<file path="src/rtl/abg_pkg.sv">
`timescale 1ns/1ps
package abg_pkg;
  // Gate closes once age exceeds this value.
  function automatic int gate_limit(input int busy_cycles);
    return 2 * busy_cycles;
  endfunction

  // Counter wide enough to hold a value past the limit.
  function automatic int age_bits(input int busy_cycles);
    return $clog2(2 * busy_cycles + 2);
  endfunction
endpackage

</file>
<file path="src/rtl/abg_flags.sv">
`timescale 1ns/1ps
module abg_flags #(
  parameter int NB = 8
) (
  input  logic          clk,
  input  logic          rst_n,
  input  logic [NB-1:0] nonempty_i,
  input  logic [NB-1:0] issued_i,
  output logic [NB-1:0] old_o,
  output logic          any_old_o
);
  logic [NB-1:0] old_q, old_d;

  always_comb begin
    if (|old_q) old_d = old_q & ~issued_i;
    else        old_d = nonempty_i & ~issued_i;
  end

  always_ff @(posedge clk or negedge rst_n) begin
    if (!rst_n) old_q <= '0;
    else        old_q <= old_d;
  end

  assign old_o     = old_q;
  assign any_old_o = |old_q;
endmodule

</file>
<file path="src/rtl/abg_age.sv">
`timescale 1ns/1ps
module abg_age #(
  parameter int AGE_W = 4
) (
  input  logic             clk,
  input  logic             rst_n,
  input  logic             restart_i,
  output logic [AGE_W-1:0] age_o
);
  localparam logic [AGE_W-1:0] AGE_MAX = '1;

  logic [AGE_W-1:0] age_q, age_d;
  logic             age_en;

  always_comb begin
    age_en = restart_i | (age_q != AGE_MAX);
    age_d  = restart_i ? '0 : age_q + 1'b1;
  end

  always_ff @(posedge clk or negedge rst_n) begin
    if (!rst_n)      age_q <= '0;
    else if (age_en) age_q <= age_d;
  end

  assign age_o = age_q;
endmodule

</file>
<file path="src/rtl/abg_mask.sv">
`timescale 1ns/1ps
module abg_mask #(
  parameter int NB     = 8,
  parameter int AGE_W  = 4,
  parameter int THRESH = 8
) (
  input  logic             fixed_i,
  input  logic             any_old_i,
  input  logic [NB-1:0]    old_i,
  input  logic [AGE_W-1:0] age_i,
  output logic [NB-1:0]    permit_o
);
  logic open_all;

  assign open_all = fixed_i | ~any_old_i | (age_i <= AGE_W'(THRESH));

  for (genvar b = 0; b < NB; b++) begin : g_bank
    assign permit_o[b] = open_all | old_i[b];
  end
endmodule

</file>
<file path="src/rtl/age_batch_gate.sv">
`timescale 1ns/1ps
module age_batch_gate #(
  parameter int NUM_BANKS   = 8,
  parameter int BUSY_CYCLES = 4
) (
  input  logic                 clk,
  input  logic                 rst_n,
  input  logic                 fixed_delay_i,
  input  logic [NUM_BANKS-1:0] q_nonempty_i,
  input  logic [NUM_BANKS-1:0] issued_i,
  output logic [NUM_BANKS-1:0] permit_o
);
  localparam int THRESH = abg_pkg::gate_limit(BUSY_CYCLES);
  localparam int AGE_W  = abg_pkg::age_bits(BUSY_CYCLES);

  logic [1:0]           rst_sync_q;
  logic                 rst_sync_n;
  logic [NUM_BANKS-1:0] old_q;
  logic                 any_old;
  logic [AGE_W-1:0]     age_q;

  always_ff @(posedge clk or negedge rst_n) begin
    if (!rst_n) rst_sync_q <= 2'b00;
    else        rst_sync_q <= {rst_sync_q[0], 1'b1};
  end
  assign rst_sync_n = rst_sync_q[1];

  abg_flags #(.NB(NUM_BANKS)) u_flags (
    .clk(clk), .rst_n(rst_sync_n),
    .nonempty_i(q_nonempty_i), .issued_i(issued_i),
    .old_o(old_q), .any_old_o(any_old)
  );

  abg_age #(.AGE_W(AGE_W)) u_age (
    .clk(clk), .rst_n(rst_sync_n),
    .restart_i(~any_old), .age_o(age_q)
  );

  abg_mask #(.NB(NUM_BANKS), .AGE_W(AGE_W), .THRESH(THRESH)) u_mask (
    .fixed_i(fixed_delay_i), .any_old_i(any_old),
    .old_i(old_q), .age_i(age_q), .permit_o(permit_o)
  );
endmodule

</file>
<file path="config.mk">
export PLATFORM = sky130hd
export DESIGN_NAME = age_batch_gate
export DESIGN_NICKNAME = d
export VERILOG_FILES = /design/src/rtl/abg_pkg.sv /design/src/rtl/abg_flags.sv /design/src/rtl/abg_age.sv /design/src/rtl/abg_mask.sv /design/src/rtl/age_batch_gate.sv
export SDC_FILE = /design/constraint.sdc
export NUM_CORES = 1
export LEC_CHECK = 0
export ABC_AREA = 1
export BUFFER_PORTS_ARGS = -buffer_cell sky130_fd_sc_hd__buf_2
export CORE_MARGIN = 1
export CORE_UTILIZATION = 49
export CTS_BUF_LIST = sky130_fd_sc_hd__clkbuf_4
export CTS_CLUSTER_SIZE = 16
export DETAILED_ROUTE_END_ITERATION = 12
export GPL_TIMING_DRIVEN = 0
export PLACE_DENSITY = 0.79
export REMOVE_ABC_BUFFERS = 1
export SYNTH_ARGS = -nofsm -noshare
export SYNTH_HDL_FRONTEND = slang
export SYNTH_SLANG_ARGS = --single-unit
export TNS_END_PERCENT = 50
</file>
<file path="constraint.sdc">
create_clock -name clk -period 1.8 [get_ports clk]
set_input_delay 0.36 -clock clk [delete_from_list [all_inputs] [get_ports clk]]
set_output_delay 0.36 -clock clk [all_outputs]
set_load 0.05 [all_outputs]
</file>
==> results.json <==
{
  "grt_pass1_vias": 609,
  "synth.yosys.seq_area_share_pct": 49.12,
  "num_vias": 650,
  "syn_to_final_growth_pct": 49.65,
  "die_h_um": 40.15,
  "final.fill_count": 81,
  "drt_first_iter_violations": 3,
  "power.ir.vdd_worst_mv": 0.9365,
  "start_kind": "register",
  "finalHoldWorstSlack_ns": 0.2087,
  "floorplan.core_area_um2": 1334,
  "cts.sinks": 14,
  "grt_pass1_wl_um": 2649,
  "drc": 0,
  "globalRoute.totalOverflow": 0,
  "vias_per_cell": 4.962,
  "fin_worst_skew_ns": 0.006419,
  "crit_arrival_ns": 1.53,
  "num_rows": 13,
  "postSynthCellCount": 76,
  "place.detailed.instances": 116,
  "synth_cell_types": 17,
  "period_needed_ns": 1.894,
  "finalNonFillerCells": 131,
  "die_width_um": 40.15,
  "cts_clock_pin_slew_for_the_worst_setup_and_hold_paths_ns": 0.09,
  "top_level_ports": 27,
  "ctsRootBufferMaster": "sky130_fd_sc_hd__clkbuf_4",
  "yosys_warnings": 0,
  "max_freq_mhz": 528.1,
  "routed_wirelength_um": 1753,
  "maxCapViolations": 0,
  "worstReg2RegStart": "u_age.age_o[0]$_DFFE_PN0P_",
  "worst_ep_required_time_ns": 1.44,
  "critical_path_start_end_classification": "register to output port",
  "grtUsageTotal_pct": 25.53,
  "tightest_slew_ns": 0.5038,
  "initial_core_util_pct": 53.47,
  "ff_latch_area_um2": 350.3,
  "placer_s_final_routability_congestion_estimate": 0.6712,
  "antennaDiodeCount": 0,
  "setup_viol_count_final": 8,
  "drive_gt1_share_pct": 56.03,
  "cts_tree": "built",
  "power.static_leakage_nw": 0.4978,
  "critical_path.max_fanout": 4,
  "timing.reg2reg.worst_path_depth": 6,
  "initial_antenna_violation_count": 0,
  "timing.hold.worst.class": "register to asynchronous set/reset pin",
  "setup.worst_path.end_class": "output port",
  "routed_wire_length_per_instance_um": 13.38,
  "numPortBuffers": 26,
  "setup_ws_ns": -0.09375,
  "report.final.slew_viol_count": 0,
  "detailed_routing_iteration_count_for_the_pre_antenna_repair_pass": 4,
  "cts.htree.levels": 1,
  "avg_synthesized_cell_area_um2": 9.384,
  "fp.dieArea_um2": 1612,
  "violations": "setup timing",
  "final-hold-violation-count": 0,
  "pd_cells_nw_per_um2": 1407,
  "max-slew-margin-rel_pct": 66.41,
  "final_nets": 138,
  "synth_seq_cells": 14,
  "clk_latency_ns": 0.28,
  "post_synthesis_cell_area_um2": 713.2,
  "cts_inserted_buffers": 3,
  "clk_path_buf_depth": 2,
  "timing.final.crit_share_pct": 105.2,
  "multi_input_comb_area_um2": 339.1,
  "worst_r2r_endpoint": "u_age.age_o[0]$_DFFE_PN0P_",
  "dp.final_hpwl_um": 1077,
  "regToRegSetupSlack_ns": 0.43,
  "grt_setup_unrepaired": "true",
  "antenna_violating_nets_post_route": 0,
  "grt_max_degree": 13,
  "outcome": "finished, violations left"
}
==> cells in the final DEF (no fill, tap or decap), types with 2 or more instances in the layout <==
| master | instances |
|---|---|
| sky130_fd_sc_hd__nand3_1 | 7 |
| sky130_fd_sc_hd__xor2_1 | 2 |
| sky130_fd_sc_hd__a21oi_2 | 7 |
| sky130_fd_sc_hd__dfrtp_1 | 14 |
| sky130_fd_sc_hd__nor2_1 | 6 |
| sky130_fd_sc_hd__buf_2 | 18 |
| sky130_fd_sc_hd__inv_2 | 5 |
| sky130_fd_sc_hd__buf_8 | 2 |
| sky130_fd_sc_hd__a21oi_1 | 2 |
| sky130_fd_sc_hd__nand2_1 | 5 |
| sky130_fd_sc_hd__buf_6 | 8 |
| sky130_fd_sc_hd__clkbuf_4 | 3 |
| sky130_fd_sc_hd__inv_1 | 9 |
| sky130_fd_sc_hd__nand3_2 | 3 |
| sky130_fd_sc_hd__buf_4 | 8 |
| sky130_fd_sc_hd__nand2_2 | 7 |
==> cells by family (layout without fill, tap and decap cells) <==
group / Yosys count / after routing / share of synthesized area (%)
compound gates: 12 / 12 / 14.21
xor+xnor: 2 / 2 / 2.457
fa+ha+maj: 2 / 2 / 3.508
buf+inv: 15 / 55 / 8.947
flops: 14 / 14 / 49.12
other cells: 1 / 1 / 0.5258
simple gates: 30 / 30 / 21.23
==> area by class of cell <==
type | instances | area share (%)
Clock buffer | 3 | 2.110
Clock inverter | 1 | 0.3517
Inverter | 14 | 4.924
Multi-Input combinational cell | 47 | 31.77
Sequential cell | 14 | 32.83
Tap cell | 15 | 1.759
Timing Repair Buffer | 37 | 26.26
==> synth_stat cells <==
| cell | number | area, µm² |
|---|---|---|
| sky130_fd_sc_hd__a211oi_4 | 1 | 20.02 |
| sky130_fd_sc_hd__a21oi_1 | 2 | 10.01 |
| sky130_fd_sc_hd__a21oi_2 | 7 | 61.31 |
| sky130_fd_sc_hd__buf_6 | 1 | 11.26 |
| sky130_fd_sc_hd__conb_1 | 1 | 3.750 |
| sky130_fd_sc_hd__dfrtp_1 | 14 | 350.3 |
| sky130_fd_sc_hd__ha_1 | 2 | 25.02 |
| sky130_fd_sc_hd__inv_1 | 11 | 41.29 |
| sky130_fd_sc_hd__inv_2 | 3 | 11.26 |
| sky130_fd_sc_hd__nand2_1 | 5 | 18.77 |
| sky130_fd_sc_hd__nand2_2 | 7 | 43.79 |
| sky130_fd_sc_hd__nand3_1 | 11 | 55.05 |
| sky130_fd_sc_hd__nor2_1 | 6 | 22.52 |
| sky130_fd_sc_hd__nor2_4 | 1 | 11.26 |
| sky130_fd_sc_hd__o21ai_0 | 1 | 5.000 |
| sky130_fd_sc_hd__o21ai_1 | 1 | 5.000 |
| sky130_fd_sc_hd__xor2_1 | 2 | 17.52 |
==> registers in the layout (all words and copies together) (netlist names) <==
name and cells:
u_age.age_o 4, rst_sync_q 2, u_flags.old_o 8
==> stage by stage <==
stage	utilization [%]	setup TNS [ns]	instance area [µm²]	total power, mW	setup slack, ns
detailed placement	63.79	-0.4207	850.8	1.069	-0.07281
floorplan	-	0	701.9	0.9313	0.01540
finish	80.02	-0.6309	1067	1.501	-0.09375
global route	80.02	-1.280	1067	1.618	-0.1694
global placement	63.79	-0.1931	850.8	1.047	-0.03527
CTS	78.05	-0.2845	1041	1.438	-0.04365
==> per-layer routing <==
metal  part of all wire, %  vias up  GRT usage [%]
met2                    52       20          42.74
met1                    44      312          30.85
met5                     0        -              0
li1                      -      318              -
met4                     0        0          10.34
met3                   4.0        0          6.667
==> power by group <==
part | switching (mW) | internal, mW
Sequential | 0.0683 | 0.401
Combinational | 0.501 | 0.349
Clock | 0.102 | 0.0804
Total | 0.672 | 0.830
==> worst max-delay path: stages, from the launching register on <==
cell and delay [ns]:
sky130_fd_sc_hd__dfrtp_1 0.38, sky130_fd_sc_hd__inv_2 0.07, sky130_fd_sc_hd__ha_4 0.16, sky130_fd_sc_hd__a211oi_4 0.24, sky130_fd_sc_hd__buf_6 0.17, sky130_fd_sc_hd__nand3_2 0.07
sky130_fd_sc_hd__buf_6 0.16
==> repair_timing <==
item / CTS / global route
endpoints found under the hold margin: 2 / 0
pin swaps: 3 / 0
setup endpoints to repair: 8 / 8
hold buffers: 1 / 0
gates resized for setup: 28 / 1
setup buffers: 7 / 3
==> worst max-delay path by stage <==
stage | from | end | slack [ns] | cells past startpoint
2_1_floorplan | u_age.age_o[0]$_DFFE_PN0P_ | permit_o[0] | 0.02 | 4
6_report | u_age.age_o[1]$_DFFE_PN0P_ | permit_o[0] | -0.09 | 6
4_1_cts | u_age.age_o[1]$_DFFE_PN0P_ | permit_o[0] | -0.04 | 6
3_3_place_gp | u_flags.old_o[1]$_DFF_PN0_ | permit_o[3] | -0.04 | 6
3_5_place_dp | u_flags.old_o[3]$_DFF_PN0_ | permit_o[1] | -0.07 | 6
5_1_grt | u_age.age_o[1]$_DFFE_PN0P_ | permit_o[0] | -0.17 | 6
No activity file was read; power rests on OpenSTA's default activity.
